**config.mk**
```make
export PLATFORM = sky130hd
export DESIGN_NAME = pwcap_timer
export DESIGN_NICKNAME = d
export VERILOG_FILES = /design/src/rtl/pwcap_pkg.sv /design/src/rtl/pwcap_ctrl.sv /design/src/rtl/pwcap_dpath.sv /design/src/rtl/pwcap_timer.sv
export SDC_FILE = /design/constraint.sdc
export NUM_CORES = 1
export LEC_CHECK = 0
export BUFFER_PORTS_ARGS = -buffer_cell sky130_fd_sc_hd__buf_4
export CAP_MARGIN = 25
export CORE_MARGIN = 2
export CORE_UTILIZATION = 45
export DETAILED_ROUTE_END_ITERATION = 6
export HOLD_SLACK_MARGIN = 0.06
export PLACE_DENSITY_LB_ADDON = 0.12
export SYNTH_ARGS = -nofsm -noshare
export SYNTH_HDL_FRONTEND = slang
export SYNTH_SLANG_ARGS = --single-unit
```
**constraint.sdc**
```tcl
create_clock -name clk -period 4.5 [get_ports clk]
set_input_delay 0.675 -clock clk [delete_from_list [all_inputs] [get_ports clk]]
set_output_delay 0.675 -clock clk [all_outputs]
set_load 0.01 [all_outputs]
```
**src/rtl/pwcap_pkg.sv**
```systemverilog
package pwcap_pkg;

  localparam int DIV_W  = 4;
  localparam int MODE_W = 8;

  localparam logic [1:0] ADDR_CTRL = 2'd0;
  localparam logic [1:0] ADDR_MODE = 2'd1;
  localparam logic [1:0] ADDR_CAP  = 2'd2;

  typedef enum logic [1:0] {
    SRC_CLK  = 2'd0,
    SRC_DIV8 = 2'd1,
    SRC_DIVN = 2'd2,
    SRC_SLOW = 2'd3
  } srcSel_e;

  // Bit 0 width mode, bit 1 falling polarity, bits 3:2 source, bits 7:4 ratio
  typedef struct packed {
    logic [DIV_W-1:0] div;
    srcSel_e          src;
    logic             fall;
    logic             wid;
  } modeReg_t;

  // Strobes handed from control to the datapath
  typedef struct packed {
    logic tick;
    logic capture;
  } cntStb_t;

endpackage

```
**src/rtl/pwcap_ctrl.sv**
```systemverilog
module pwcap_ctrl
  import pwcap_pkg::*;
#(
  parameter int DATA_W = 16,
  parameter int SYNC_N = 2
) (
  input  logic              clk,
  input  logic              rst,
  input  logic              wrEn,
  input  logic [1:0]        regAddr,
  input  logic [DATA_W-1:0] wrData,
  input  logic              measIn,
  input  logic              slowIn,
  input  logic              atMax,
  output cntStb_t           stb,
  output logic              runBit,
  output modeReg_t          modeReg,
  output logic              ovfFlag,
  output logic              irq
);

  localparam int PRE_W = DIV_W + 2;

  logic              unusedWr;
  logic              modeWr;
  logic [SYNC_N-1:0] measSh;
  logic [SYNC_N:0]   slowSh;
  logic              measSync;
  logic              measSamp;
  logic              slowRise;
  logic [PRE_W-1:0]  preCnt;
  logic [PRE_W-1:0]  preLimit;
  logic              preHit;
  logic              tick;
  logic              edgeHit;
  logic              validEdge;
  logic              ovfEvt;
  logic              seenEdge;
  logic              tickSinceOvf;

  assign unusedWr = ^wrData[DATA_W-1:MODE_W];
  assign modeWr   = wrEn && (regAddr == ADDR_MODE);

  // register writes
  always_ff @(posedge clk) begin
    if (rst) begin
      runBit  <= 1'b0;
      modeReg <= '0;
    end else if (wrEn) begin
      if (regAddr == ADDR_CTRL) runBit  <= wrData[0];
      if (regAddr == ADDR_MODE) modeReg <= modeReg_t'(wrData[MODE_W-1:0]);
    end
  end

  // synchronisers for both asynchronous inputs
  always_ff @(posedge clk) begin
    if (rst) begin
      measSh <= '0;
      slowSh <= '0;
    end else begin
      measSh <= {measSh[SYNC_N-2:0], measIn};
      slowSh <= {slowSh[SYNC_N-1:0], slowIn};
    end
  end
  assign measSync = measSh[SYNC_N-1];
  assign slowRise = slowSh[SYNC_N-1] & ~slowSh[SYNC_N];

  // prescaler
  always_comb begin
    unique case (modeReg.src)
      SRC_DIV8: preLimit = PRE_W'(8);
      SRC_DIVN: preLimit = (modeReg.div == '0) ? PRE_W'(1)
                                               : PRE_W'({modeReg.div, 1'b0});
      default:  preLimit = PRE_W'(1);
    endcase
  end
  assign preHit = (preCnt >= preLimit - PRE_W'(1));

  always_ff @(posedge clk) begin
    if (rst || !runBit || modeReg.src == SRC_SLOW) preCnt <= '0;
    else if (preHit)                               preCnt <= '0;
    else                                           preCnt <= preCnt + PRE_W'(1);
  end

  assign tick = runBit && ((modeReg.src == SRC_SLOW) ? slowRise : preHit);

  // edge detection on tick boundaries
  always_comb begin
    if (modeReg.wid)       edgeHit = measSync ^ measSamp;
    else if (modeReg.fall) edgeHit = ~measSync & measSamp;
    else                   edgeHit = measSync & ~measSamp;
  end
  assign validEdge = tick && edgeHit;
  assign ovfEvt    = tick && !validEdge && atMax;

  always_ff @(posedge clk) begin
    if (rst)                  measSamp <= 1'b0;
    else if (!runBit || tick) measSamp <= measSync;
  end

  always_ff @(posedge clk) begin
    if (rst || !runBit) seenEdge <= 1'b0;
    else if (validEdge) seenEdge <= 1'b1;
  end

  // overflow flag and its clear qualifier
  always_ff @(posedge clk) begin
    if (rst) begin
      ovfFlag      <= 1'b0;
      tickSinceOvf <= 1'b0;
    end else begin
      if (ovfEvt)                               ovfFlag <= 1'b1;
      else if (modeWr && runBit && tickSinceOvf) ovfFlag <= 1'b0;
      if (ovfEvt)    tickSinceOvf <= 1'b0;
      else if (tick) tickSinceOvf <= 1'b1;
    end
  end

  always_ff @(posedge clk) begin
    if (rst) irq <= 1'b0;
    else     irq <= (validEdge && seenEdge) || ovfEvt;
  end

  assign stb.tick    = tick;
  assign stb.capture = validEdge;


  irq_after_tick_chk: assert property (@(posedge clk) disable iff (rst)
    irq |-> $past(tick));


  ovf_irq_chk: assert property (@(posedge clk) disable iff (rst)
    $rose(ovfFlag) |-> irq);


  ovf_clear_chk: assert property (@(posedge clk) disable iff (rst)
    $fell(ovfFlag) |-> ($past(runBit) && $past(modeWr)));

endmodule

```
**src/rtl/pwcap_dpath.sv**
```systemverilog
module pwcap_dpath
  import pwcap_pkg::*;
#(
  parameter int CNT_W = 16
) (
  input  logic             clk,
  input  logic             rst,
  input  cntStb_t          stb,
  output logic [CNT_W-1:0] count,
  output logic [CNT_W-1:0] capVal,
  output logic             atMax
);

  always_ff @(posedge clk) begin
    if (rst) begin
      count  <= '0;
      capVal <= '0;
    end else if (stb.tick) begin
      if (stb.capture) begin
        capVal <= count;
        count  <= '0;
      end else begin
        count <= count + CNT_W'(1);
      end
    end
  end

  assign atMax = &count;

endmodule

```
**src/rtl/pwcap_timer.sv**
```systemverilog
module pwcap_timer
  import pwcap_pkg::*;
#(
  parameter int CNT_W  = 16,
  parameter int DATA_W = 16
) (
  input  logic              clk,
  input  logic              rst,
  input  logic              wrEn,
  input  logic [1:0]        regAddr,
  input  logic [DATA_W-1:0] wrData,
  output logic [DATA_W-1:0] rdData,
  input  logic              measIn,
  input  logic              slowIn,
  output logic              irq
);

  cntStb_t          stb;
  logic             runBit;
  modeReg_t         modeReg;
  logic             ovfFlag;
  logic             atMax;
  logic [CNT_W-1:0] count;
  logic [CNT_W-1:0] capVal;

  pwcap_ctrl #(.DATA_W(DATA_W)) uCtrl (
    .clk(clk), .rst(rst), .wrEn(wrEn), .regAddr(regAddr), .wrData(wrData),
    .measIn(measIn), .slowIn(slowIn), .atMax(atMax), .stb(stb),
    .runBit(runBit), .modeReg(modeReg), .ovfFlag(ovfFlag), .irq(irq)
  );

  pwcap_dpath #(.CNT_W(CNT_W)) uDpath (
    .clk(clk), .rst(rst), .stb(stb), .count(count), .capVal(capVal),
    .atMax(atMax)
  );

  always_comb begin
    rdData = '0;
    unique case (regAddr)
      ADDR_CTRL: rdData[0] = runBit;
      ADDR_MODE: rdData[MODE_W:0] = {ovfFlag, modeReg};
      ADDR_CAP:  rdData[CNT_W-1:0] = capVal;
      default:   rdData = '0;
    endcase
  end


  capture_restart_chk: assert property (@(posedge clk) disable iff (rst)
    stb.capture |=> (count == '0));


  stopped_hold_chk: assert property (@(posedge clk) disable iff (rst)
    !runBit |=> $stable(count));


  timer_write_chk: assert property (@(posedge clk) disable iff (rst)
    (wrEn && regAddr == ADDR_CAP && !stb.capture) |=> $stable(capVal));

endmodule

```
==> flow_summary_export.csv <==
group,metric,value,unit
route,drt-total-wl,6620,um
route,num_vias,2620,
clock_network,cts.repair.resized,0,
sta,final.setup.tns,0,ps
route,first_pass_iters,6,
die,fp.dieH,84.9,um
clock_network,clkSinkCount,57,
worst_setup_path,r2r_start,"uCtrl.modeReg[2]",
final_layout,drive_gt1_frac,0.161,
route,dr_wl_met2,3180,um
hold_path,hold_path.class,"register to register",
global_route,grt_usage,0.193,
power,ir_drop,0.259,mV
placement,dp_hpwl,4580,um
sta,relSlewSlack,0.473,
logic_synthesis,yosysWarningCount,0,
route,first_iter_violations,127,
die,row_count,29,
die,fp.dieW,84.9,um
outcome,status,"finished clean",
run,drv_cap,0,
sta,hold_viol,0,
die,ioPinCount,40,
clock_network,clockBufferDepth,2,
sta,tightest_slew,790,ps
worst_setup_path,required,4770,ps
global_route,grt_pass1_wl,11200,um
final_layout,register_area,1140,um2
final_layout,area_delta_synth_final,15.7,%
sta,fmax,261,MHz
sta,setup-violations-final,0,
logic_synthesis,synth_edf_count,0,
power,leakage,0.00120,uW
logic_synthesis,syn_area,2950,um2
route,met3_length,262,um
die,initial_utilization,0.464,
logic_synthesis,synthCells,355,
global_route,antenna_found_initial,0,
sta,finalClockSkew,6.01,ps
global_route,grt_max_degree,49,
logic_synthesis,synth-async-reset-ratio,0,
sta,rsz0062_at_grt,"no",
placement,io_buffers,31,
sta,fin_crit_sh,0.850,
final_layout,layout.cells.non_filler,461,
placement,dp.cells,445,
worst_setup_path,crit_path_top_delay_cell,"o221a_2",
worst_setup_path,r2r_end,"uDpath.count[12]",
global_route,grt-ovfl-total,0,
hold_path,worstHoldStart,"uCtrl.measSh[0]",
final_layout,multi_input_area,1650,um2
worst_setup_path,worstPathCellList,"inv_1 -> ha_1 -> nor2b_1 -> nand2_1 -> ha_1 -> nor2b_1 -> a21oi_1 -> a21oi_1 -> ha_1 -> a211oi_1 -> o221a_2 -> o21ai_1 -> buf_4 -> a21oi_1",
logic_synthesis,yosysUniqueCellTypes,43,
clock_network,cts-htree-levels,3,
clock_network,worstSkewPairLatency,340,ps
clock_network,cts-root-buf,"clkbuf_8",
worst_setup_path,crit_fanout,48,
global_route,grt_pass1_vias,2423,
worst_setup_path,critPathKind,"register to register",
worst_setup_path,crit_path_max_incr_delay,800,ps
route,remaining_drc_errors,0,
sta,period_needed,3820,ps
logic_synthesis,syn_nets,396,
final_layout,finalInstanceArea,3410,um2
placement,post_dp_cell_area,3180,um2
sta,drv_slew,0,
worst_setup_path,reg2regPathDepth,14,
route,via_per_inst,5.68,
clock_network,numCtsBuffers,9,
clock_network,cts_setup_buffers,0,
route,top_layer_used,"met4",
clock_network,clkSlewWorstSetupHoldPaths,70,ps
worst_setup_path,crit_arrival,4100,ps
worst_setup_path,cp-end-kind,"register",
final_layout,finalNetCount,420,
logic_synthesis,synth.ff_latch_count,57,
logic_synthesis,ys_seq_area_frac,0.387,
worst_setup_path,crit_start,"uCtrl.modeReg[2]",
worst_setup_path,critPathLaunchType,"register",
route,ant_nets,0,
route,drt-met1-wl,3130,um
placement,gp_congestion,0.808,
power,p_per_area,339,nW/um2
clock_network,ctsHoldBuffers,0,
logic_synthesis,ys.flop_type,"dfxtp_1",
sta,hold_ws,438,ps
die,die_area,7210,um2
clock_network,cts_tree,"done",
final_layout,antenna_cells,0,
worst_setup_path,rrSetupSlack,680,ps
hold_path,holdPathStages,1,
die,placeableCoreArea,6350,um2
route,post_drt_wl_per_cell,14.4,um
final_layout,num-fill-cells,614,
worst_setup_path,endpoint,"uDpath.count[12]",
logic_synthesis,syn_avg_cell_area,8.30,um2
[cell usage after synthesis (all sizes together), types with 7 or more instances]
library cell	instances	area, um2
nand3	35	175
clkbuf	18	97.6
and2	9	56.3
nand4	8	56.3
a21oi	52	268
nand2	26	97.6
nor2	11	41.3
o31ai	7	52.6
ha	18	225
o21ai	25	125
inv	13	48.8
nor2b	15	93.8
a22oi	8	60.1
or4	9	70.1
dfxtp	57	1140
or3	9	58.8
[critical path, delay by kind of cell (launching register included)]
kind                       cells  cell delay, ps
buffers and inverters          2             350
DFF                            1             410
adders and majority gates      3             720
and+or+nand+nor                3             400
AOI/OAI and AO/OA              6            1880
[layer usage]
layer,vias up,global-route usage
met5,-,0
met1,1232,0.247
met3,9,0.0613
li1,1331,-
met4,0,0.0404
met2,48,0.321
[cell families after synthesis]
family,share of synthesized area
mux,0.0136
xor+xnor,0.0178
compound gates,0.191
fa+ha+maj,0.0765
simple gates,0.260
buf+inv,0.0539
flops,0.387
[state kept, by name, indices dropped and copies added, names as in the netlist]
signal / count
uCtrl.irq: 1
uCtrl.measSamp: 1
uCtrl.measSh: 2
uCtrl.modeReg: 8
uCtrl.ovfFlag: 1
uCtrl.preCnt: 6
uCtrl.runBit: 1
uCtrl.seenEdge: 1
uCtrl.slowSh: 3
uCtrl.tickSinceOvf: 1
uDpath.capVal: 16
uDpath.count: 16
[layout by cell type, fill, tap and decap left out, drive strengths merged]
master | synthesis | routed
a222oi | 1 | 1
o221a | 1 | 1
nand4 | 8 | 8
o31ai | 7 | 7
inv | 13 | 13
nor3 | 3 | 3
ha | 18 | 18
nor2 | 11 | 11
clkbuf | 18 | 10
clkinvlp | 0 | 3
a211oi | 1 | 1
dfxtp | 57 | 57
o221ai | 1 | 1
nand2b | 4 | 4
o211a | 1 | 1
and3 | 4 | 4
a22oi | 8 | 8
xnor2 | 3 | 3
or4b | 1 | 1
a31o | 1 | 1
or3b | 1 | 1
buf | 2 | 33
or3 | 9 | 9
or2 | 2 | 2
nor4 | 1 | 1
o21ai | 25 | 25
mux2i | 4 | 4
nor2b | 15 | 15
nand3b | 1 | 1
bufinv | 0 | 2
nand3 | 35 | 35
and2 | 9 | 9
clkinv | 0 | 1
or4 | 9 | 9
a21oi | 52 | 52
xor2 | 3 | 3
nand2 | 26 | 26
[power breakdown]
part	leakage [uW]	total, uW	internal (uW)	switching, uW
clock	0.000105	538	327	211
combinational	0.000631	101	31.3	69.5
sequential	0.000461	516	510	6.03
total	0.00120	1160	868	287
[worst min path at each step]
stage | slack, ps | endpoint
finish | 440 | uCtrl.measSh[1]
CTS | 440 | uCtrl.measSh[1]
global placement | 420 | uCtrl.measSh[1]
floorplan | 410 | uCtrl.measSh[1]
global route | 470 | uCtrl.measSh[1]
detailed placement | 420 | uCtrl.measSh[1]
[area by class of cell]
class / instances / area share
Timing Repair Buffer: 33 / 0.0727
Inverter: 13 / 0.0143
Clock buffer: 10 / 0.0404
Clock inverter: 6 / 0.0268
Tap cell: 77 / 0.0283
Multi-Input combinational cell: 265 / 0.483
Sequential cell: 57 / 0.335
[through the flow]
stage	setup slack [ps]	total power (uW)	util
after detailed placement	752	627	0.501
after floorplan	1370	601	-
after CTS	725	1170	0.537
after global placement	755	625	0.500
after global routing	288	1200	0.537
final	676	1160	0.537
No activity file was read; power rests on OpenSTA's default activity.
